===== src/rtl/ictr_channel.sv =====
module ictr_channel #(
  parameter logic [1:0] CHAN_ID = 2'd0
) (
  input  logic       clk,
  input  logic       rst_n,
  input  logic       wr_en,
  input  logic       rd_en,
  input  logic       ctrl_sel,
  input  logic [7:0] wdata,
  output logic [7:0] rdata,
  input  logic       tick,
  input  logic       gate,
  output logic       tmr_out
);
  localparam int CW = 16;

  logic [2:0]    mode_q;
  logic [1:0]    acc;
  logic [CW-1:0] cr, ce, lat;
  logic          lat_v, wr_hi, rd_hi, load_pend, run, armed, trig, gate_q;

  logic          cw_hit, data_wr, commit, first_byte;
  logic [CW-1:0] cr_nxt, src, half_ld, hi_ld;
  logic [2:0]    mode_new;

  assign cw_hit   = wr_en && ctrl_sel && (wdata[7:6] == CHAN_ID);
  assign data_wr  = wr_en && !ctrl_sel;
  assign mode_new = wdata[2] ? {1'b0, wdata[2:1]} : wdata[3:1];
  assign half_ld  = {cr[CW-1:1], 1'b0};
  assign hi_ld    = half_ld + (cr[0] ? 16'd2 : 16'd0);
  assign src      = lat_v ? lat : ce;
  assign rdata    = (acc == 2'b10 || (acc == 2'b11 && rd_hi)) ? src[15:8] : src[7:0];

  always_comb begin
    cr_nxt     = cr;
    commit     = 1'b0;
    first_byte = 1'b0;
    if (data_wr) begin
      case (acc)
        2'b01:   begin cr_nxt = {8'h00, wdata}; commit = 1'b1; end
        2'b10:   begin cr_nxt = {wdata, 8'h00}; commit = 1'b1; end
        default: begin
          if (!wr_hi) begin cr_nxt = {cr[15:8], wdata}; first_byte = 1'b1; end
          else        begin cr_nxt = {wdata, cr[7:0]};  commit = 1'b1; end
        end
      endcase
    end
  end

  always_ff @(posedge clk or negedge rst_n) begin
    if (!rst_n) begin
      mode_q <= 3'd0; acc <= 2'b11;
      cr <= '0; ce <= '0; lat <= '0;
      lat_v <= 1'b0; wr_hi <= 1'b0; rd_hi <= 1'b0;
      load_pend <= 1'b0; run <= 1'b0; armed <= 1'b0;
      trig <= 1'b0; gate_q <= 1'b0; tmr_out <= 1'b1;
    end else begin
      gate_q <= gate;
      if (gate && !gate_q) trig <= 1'b1;
      else if (tick)       trig <= 1'b0;

      if (tick) begin
        case (mode_q)
          3'd0: begin
            if (load_pend) begin
              ce <= cr; load_pend <= 1'b0; run <= 1'b1;
            end else if (run && gate) begin
              ce <= ce - 16'd1;
              if (ce == 16'd1) tmr_out <= 1'b1;
            end
          end
          3'd1: begin
            if (trig && armed) begin
              ce <= cr; tmr_out <= 1'b0; run <= 1'b1;
            end else if (run) begin
              ce <= ce - 16'd1;
              if (ce == 16'd1) begin tmr_out <= 1'b1; run <= 1'b0; end
            end
          end
          3'd2: begin
            if (load_pend || (trig && armed && gate)) begin
              ce <= cr; tmr_out <= 1'b1; run <= 1'b1; load_pend <= 1'b0;
            end else if (run && gate) begin
              if (ce == 16'd1) begin
                ce <= cr; tmr_out <= 1'b1;
              end else begin
                ce <= ce - 16'd1;
                if (ce == 16'd2) tmr_out <= 1'b0;
              end
            end
          end
          3'd3: begin
            if (load_pend || (trig && armed && gate)) begin
              ce <= hi_ld; tmr_out <= 1'b1; run <= 1'b1; load_pend <= 1'b0;
            end else if (run && gate) begin
              if (ce == 16'd2) begin
                tmr_out <= !tmr_out;
                ce <= tmr_out ? half_ld : hi_ld;
              end else begin
                ce <= ce - 16'd2;
              end
            end
          end
          3'd4: begin
            if (!tmr_out) tmr_out <= 1'b1;
            if (load_pend) begin
              ce <= cr; load_pend <= 1'b0; run <= 1'b1;
            end else if (run && gate) begin
              ce <= ce - 16'd1;
              if (ce == 16'd1) begin tmr_out <= 1'b0; run <= 1'b0; end
            end
          end
          default: begin
            if (!tmr_out) tmr_out <= 1'b1;
            if (trig && armed) begin
              ce <= cr; run <= 1'b1;
            end else if (run) begin
              ce <= ce - 16'd1;
              if (ce == 16'd1) begin tmr_out <= 1'b0; run <= 1'b0; end
            end
          end
        endcase
      end

      if ((mode_q == 3'd2 || mode_q == 3'd3) && !gate) tmr_out <= 1'b1;

      if (cw_hit) begin
        if (wdata[5:4] == 2'b00) begin
          if (!lat_v) begin lat <= ce; lat_v <= 1'b1; end
        end else begin
          mode_q <= mode_new; acc <= wdata[5:4];
          wr_hi <= 1'b0; rd_hi <= 1'b0; lat_v <= 1'b0;
          load_pend <= 1'b0; run <= 1'b0; armed <= 1'b0; trig <= 1'b0;
          tmr_out <= (mode_new != 3'd0);
        end
      end else if (data_wr) begin
        cr <= cr_nxt;
        if (first_byte) begin
          wr_hi <= 1'b1;
          if (mode_q == 3'd0) begin
            tmr_out <= 1'b0; run <= 1'b0; load_pend <= 1'b0;
          end
        end
        if (commit) begin
          wr_hi <= 1'b0;
          armed <= 1'b1;
          case (mode_q)
            3'd0:      begin load_pend <= 1'b1; tmr_out <= 1'b0; end
            3'd4:      load_pend <= 1'b1;
            3'd2, 3'd3: if (!run) load_pend <= 1'b1;
            default:   ;
          endcase
        end
      end

      if (rd_en && !ctrl_sel) begin
        if (acc == 2'b11) rd_hi <= !rd_hi;
        if (lat_v && (acc != 2'b11 || rd_hi)) lat_v <= 1'b0;
      end
    end
  end

  a_r4_ctrl_mode0_low: assert property (@(posedge clk) disable iff (!rst_n)
    (cw_hit && wdata[5:4] != 2'b00 && wdata[3:1] == 3'd0) |=> !tmr_out);

  a_r4_rise_on_tick: assert property (@(posedge clk) disable iff (!rst_n)
    (mode_q == 3'd0 && $rose(tmr_out)) |-> $past(tick));

  a_r5_first_byte_low: assert property (@(posedge clk) disable iff (!rst_n)
    (data_wr && mode_q == 3'd0 && acc == 2'b11 && !wr_hi) |=> !tmr_out);

  a_r3_latch_frozen: assert property (@(posedge clk) disable iff (!rst_n)
    lat_v |=> $stable(lat));

  a_r7_gate_no_effect: assert property (@(posedge clk) disable iff (!rst_n)
    (mode_q == 3'd1 && !tick && !wr_en) |=> $stable(tmr_out));

  // R11 shares this check with R10
  a_r10_strobe_width: assert property (@(posedge clk) disable iff (!rst_n)
    ((mode_q == 3'd4 || mode_q == 3'd5) && !tmr_out && tick && !wr_en) |=> tmr_out);

  a_r12_gate_low_high: assert property (@(posedge clk) disable iff (!rst_n)
    ((mode_q == 3'd2 || mode_q == 3'd3) && !gate && !wr_en) |=> tmr_out);
endmodule


===== config.mk =====
export PLATFORM = sky130hd
export DESIGN_NAME = ictr_channel
export DESIGN_NICKNAME = d
export VERILOG_FILES = /design/src/rtl/ictr_channel.sv
export SDC_FILE = /design/constraint.sdc
export NUM_CORES = 1
export LEC_CHECK = 0
export ABC_AREA = 1
export BUFFER_PORTS_ARGS = -buffer_cell sky130_fd_sc_hd__buf_2
export CAP_MARGIN = 30
export CORE_AREA = 4 4 115 117
export CTS_CLUSTER_SIZE = 25
export DETAILED_ROUTE_END_ITERATION = 7
export DIE_AREA = 0 0 119 121
export SLEW_MARGIN = 15
export SYNTH_ARGS = -nofsm -noshare
export SYNTH_HDL_FRONTEND = slang
export SYNTH_SLANG_ARGS = --single-unit

===== constraint.sdc =====
create_clock -name clk -period 2.7 [get_ports clk]
set_clock_uncertainty 0.1 [all_clocks]
set_input_delay 0.675 -clock clk [delete_from_list [all_inputs] [get_ports clk]]
set_output_delay 0.675 -clock clk [all_outputs]
set_load 0.05 [all_outputs]

==> run summary <==
HPWL after detailed placement = 14010 µm
worst reg-to-reg path cell count = 9
syn nets = 888
CTS tree = yes
Hold/Removal Path Class = in2async
CTS Sinks = 62
Rows = 41
share of post-route cells with drive strength above 1 = 12.92%
CTS root buf = clkbuf_16
Highest Clock Rate = 376.3 MHz
design area = 0.006151 mm²
Final Hold Vio Count = 0
total negative slack = 0 ns
drt via density = 5.624
PwrDens = 1041 mW/mm²
DRT Pass-1 Iters = 5
CTS buffer count = 9
top-area cell type share of the netlist area = 27.23%
Mapped Area = 0.005423 mm²
wire per inst = 17.49 µm
largest area contributor in the netlist = dfrtp_1
Worst Path Arrival = 1.88 ns
full die area = 0.01440 mm²
Worst setup SP type = flip-flop
initial antenna violation count = 1
Die Span X = 119 µm
total wire length = 18570 µm
worst vdd ir = 0.8929 mV
sequential area share after synthesis = 28.68%
Worst Path Required = 1.92 ns
Post-CTS Hold Fix Bufs = 0
All-Layer GR Usage = 26.48%
total grt overflow = 0
Leak Pwr = 2.995 nW
Clock Latency Late Sink = 0.34 ns
average cell area after synthesis = 6.291 µm²
outcome = finished, final reports clean
R2R Path Start = mode_q[0]$_DFFE_PN0P_
most area-consuming cells after synthesis = dfrtp_1 (27%), nand2_1 (18%), nand3_1 (7.1%)
Synth Register Bits = 62
Tmin final = 2.657 ns
GP Congestion = 0.9691
Initial DRC Count = 524
crit end category = output pin
crit path kind = reg2out
n_diodes = 0
Pins Over Slew Limit = 0
count of cell types in the netlist = 46
Max Fanout on Critical Path = 8
vias in the first global route = 5848
ANT nets after route = 0
die height = 121 µm
Min Hold Slack = 0.2223 ns
core area = 0.01236 mm²
Via Count = 5973
# setup viols final = 0
Rel. slew slack = 57.78%
largest net degree at the start of global routing = 33
reg2reg end = ce[7]$_DFFE_PN0P_
H-tree Lvls = 3
ratio of final minimum period to clock period = 98.41%
Placed Area = 0.005732 mm²
Syn-to-layout area delta = 13.43%
measured slew at the worst slew-check pin = 0.6320 ns
RSZ-0062 raised after global routing = true
Yosys warnings = 0
Worst R2R Setup Slack = 0.36 ns
PnR worst setup slack = 0.04282 ns
Final #Nets = 911
Clock transition at path regs = 0.05 ns
fill count = 1286
initial core utilization = 43.86%
total power = 6.406 mW
clk buf depth = 2
Cells after Synth = 862
IO Pins = 24
max-cap check violation count = 0
first-pass GRT wire length = 29820 µm
Residual DRC = 0
number of port buffers = 23
Setup WS pre-CTS = 0.2575 ns
-- cells by family after synthesis --
| family | after synthesis | share of synthesized area [%] |
|---|---|---|
| AND/OR/NAND/NOR | 447 | 36.06 |
| AO/OA/AOI/OAI | 187 | 18.53 |
| adder cells (fa/ha/maj) | 11 | 2.538 |
| XOR/XNOR | 16 | 2.584 |
| multiplexers | 8 | 1.661 |
| buffers and inverters | 131 | 9.944 |
| flip-flops | 62 | 28.68 |
-- cell usage in the layout, fill, tap and decap left out, types with 15 or more instances in the layout --
cell type and n:
dfrtp_1 59, buf_4 18, buf_2 15, nor2_1 63, o21ai_0 73, nand2_1 262
nand3_1 77, inv_1 85, a21oi_1 71, o21ai_1 16
-- cell usage after synthesis, drive strengths merged --
cell / number
dfrtp: 59
clkinv: 1
nand3: 78
xor2: 14
ha: 11
a21o: 1
clkbuf: 15
xnor2: 2
o21bai: 2
a31o: 2
nand2: 272
dfstp: 3
o211ai: 2
nand4: 9
buf: 15
a221oi: 1
o221a: 1
nand3b: 3
a21boi: 2
inv: 100
nor2: 73
mux2: 8
o21ai: 91
a31oi: 2
a21oi: 72
o31ai: 1
o22ai: 3
o21a: 7
nor3: 9
and2: 3
-- how the worst max path moves through the flow --
stage | from | end | slack, ns | cells past startpoint
CTS | acc[0]$_DFFE_PN1P_ | rdata[1] | -0.02 | 6
detailed placement | acc[0]$_DFFE_PN1P_ | rdata[6] | 0.26 | 7
floorplan | acc[0]$_DFFE_PN1P_ | rdata[5] | 0.21 | 4
global placement | acc[0]$_DFFE_PN1P_ | rdata[5] | 0.29 | 7
finish | acc[0]$_DFFE_PN1P_ | rdata[3] | 0.04 | 7
global route | acc[0]$_DFFE_PN1P_ | rdata[3] | -0.01 | 7
-- worst max-delay path, cell delays in order, from the launching register on --
cell and delay [ns]:
dfstp_2 0.58, inv_2 0.06, ha_4 0.15, inv_2 0.07, o21ai_2 0.06, buf_6 0.15
mux2_4 0.31, buf_8 0.15
-- area by class of cell --
| type | instances | area (µm²) | area share [%] |
|---|---|---|---|
| Sequential cell | 62 | 1555 | 25.28 |
| Tap cell | 172 | 215.2 | 3.499 |
| Timing Repair Buffer | 42 | 319.1 | 5.187 |
| Inverter | 101 | 382.9 | 6.225 |
| Clock buffer | 10 | 229.0 | 3.723 |
| Multi-Input combinational cell | 669 | 3387 | 55.07 |
| Clock inverter | 6 | 62.56 | 1.017 |
-- layer usage --
layer / GRT usage [%] / routed length (µm) / part of all wire, %
met5: 0 / 13 / 0.070
met1: 35.15 / 8095 / 44
met4: 12.24 / 731 / 3.9
met2: 42.18 / 8448 / 45
met3: 4.522 / 1281 / 6.9
-- flip-flops by register name, summed over array words and instances (netlist names) --
name       count
gate_q         1
cr            16
wr_hi          1
rd_hi          1
run            1
armed          1
trig           1
lat_v          1
mode_q         3
acc            2
tmr_out        1
ce            16
lat           16
load_pend      1
-- report_power, final --
group	total, mW	switching [mW]	internal, mW
sequential	1.67	0.402	1.27
combinational	3.58	2.35	1.23
clock	1.15	0.438	0.712
total	6.41	3.19	3.21
-- through the flow --
stage                     util, %  instances
after global routing        49.75       1062
after CTS                   49.36       1061
after floorplan                 -        862
final                       49.75       1062
after detailed placement    46.36       1045
after global placement      46.36       1045
-- timing repair --
action	CTS	global route
endpoints found under the setup margin	8	8
gates resized for setup	25	10
hold endpoints to repair	0	0
setup buffers	0	1
Power figures use the tool's default switching activity.
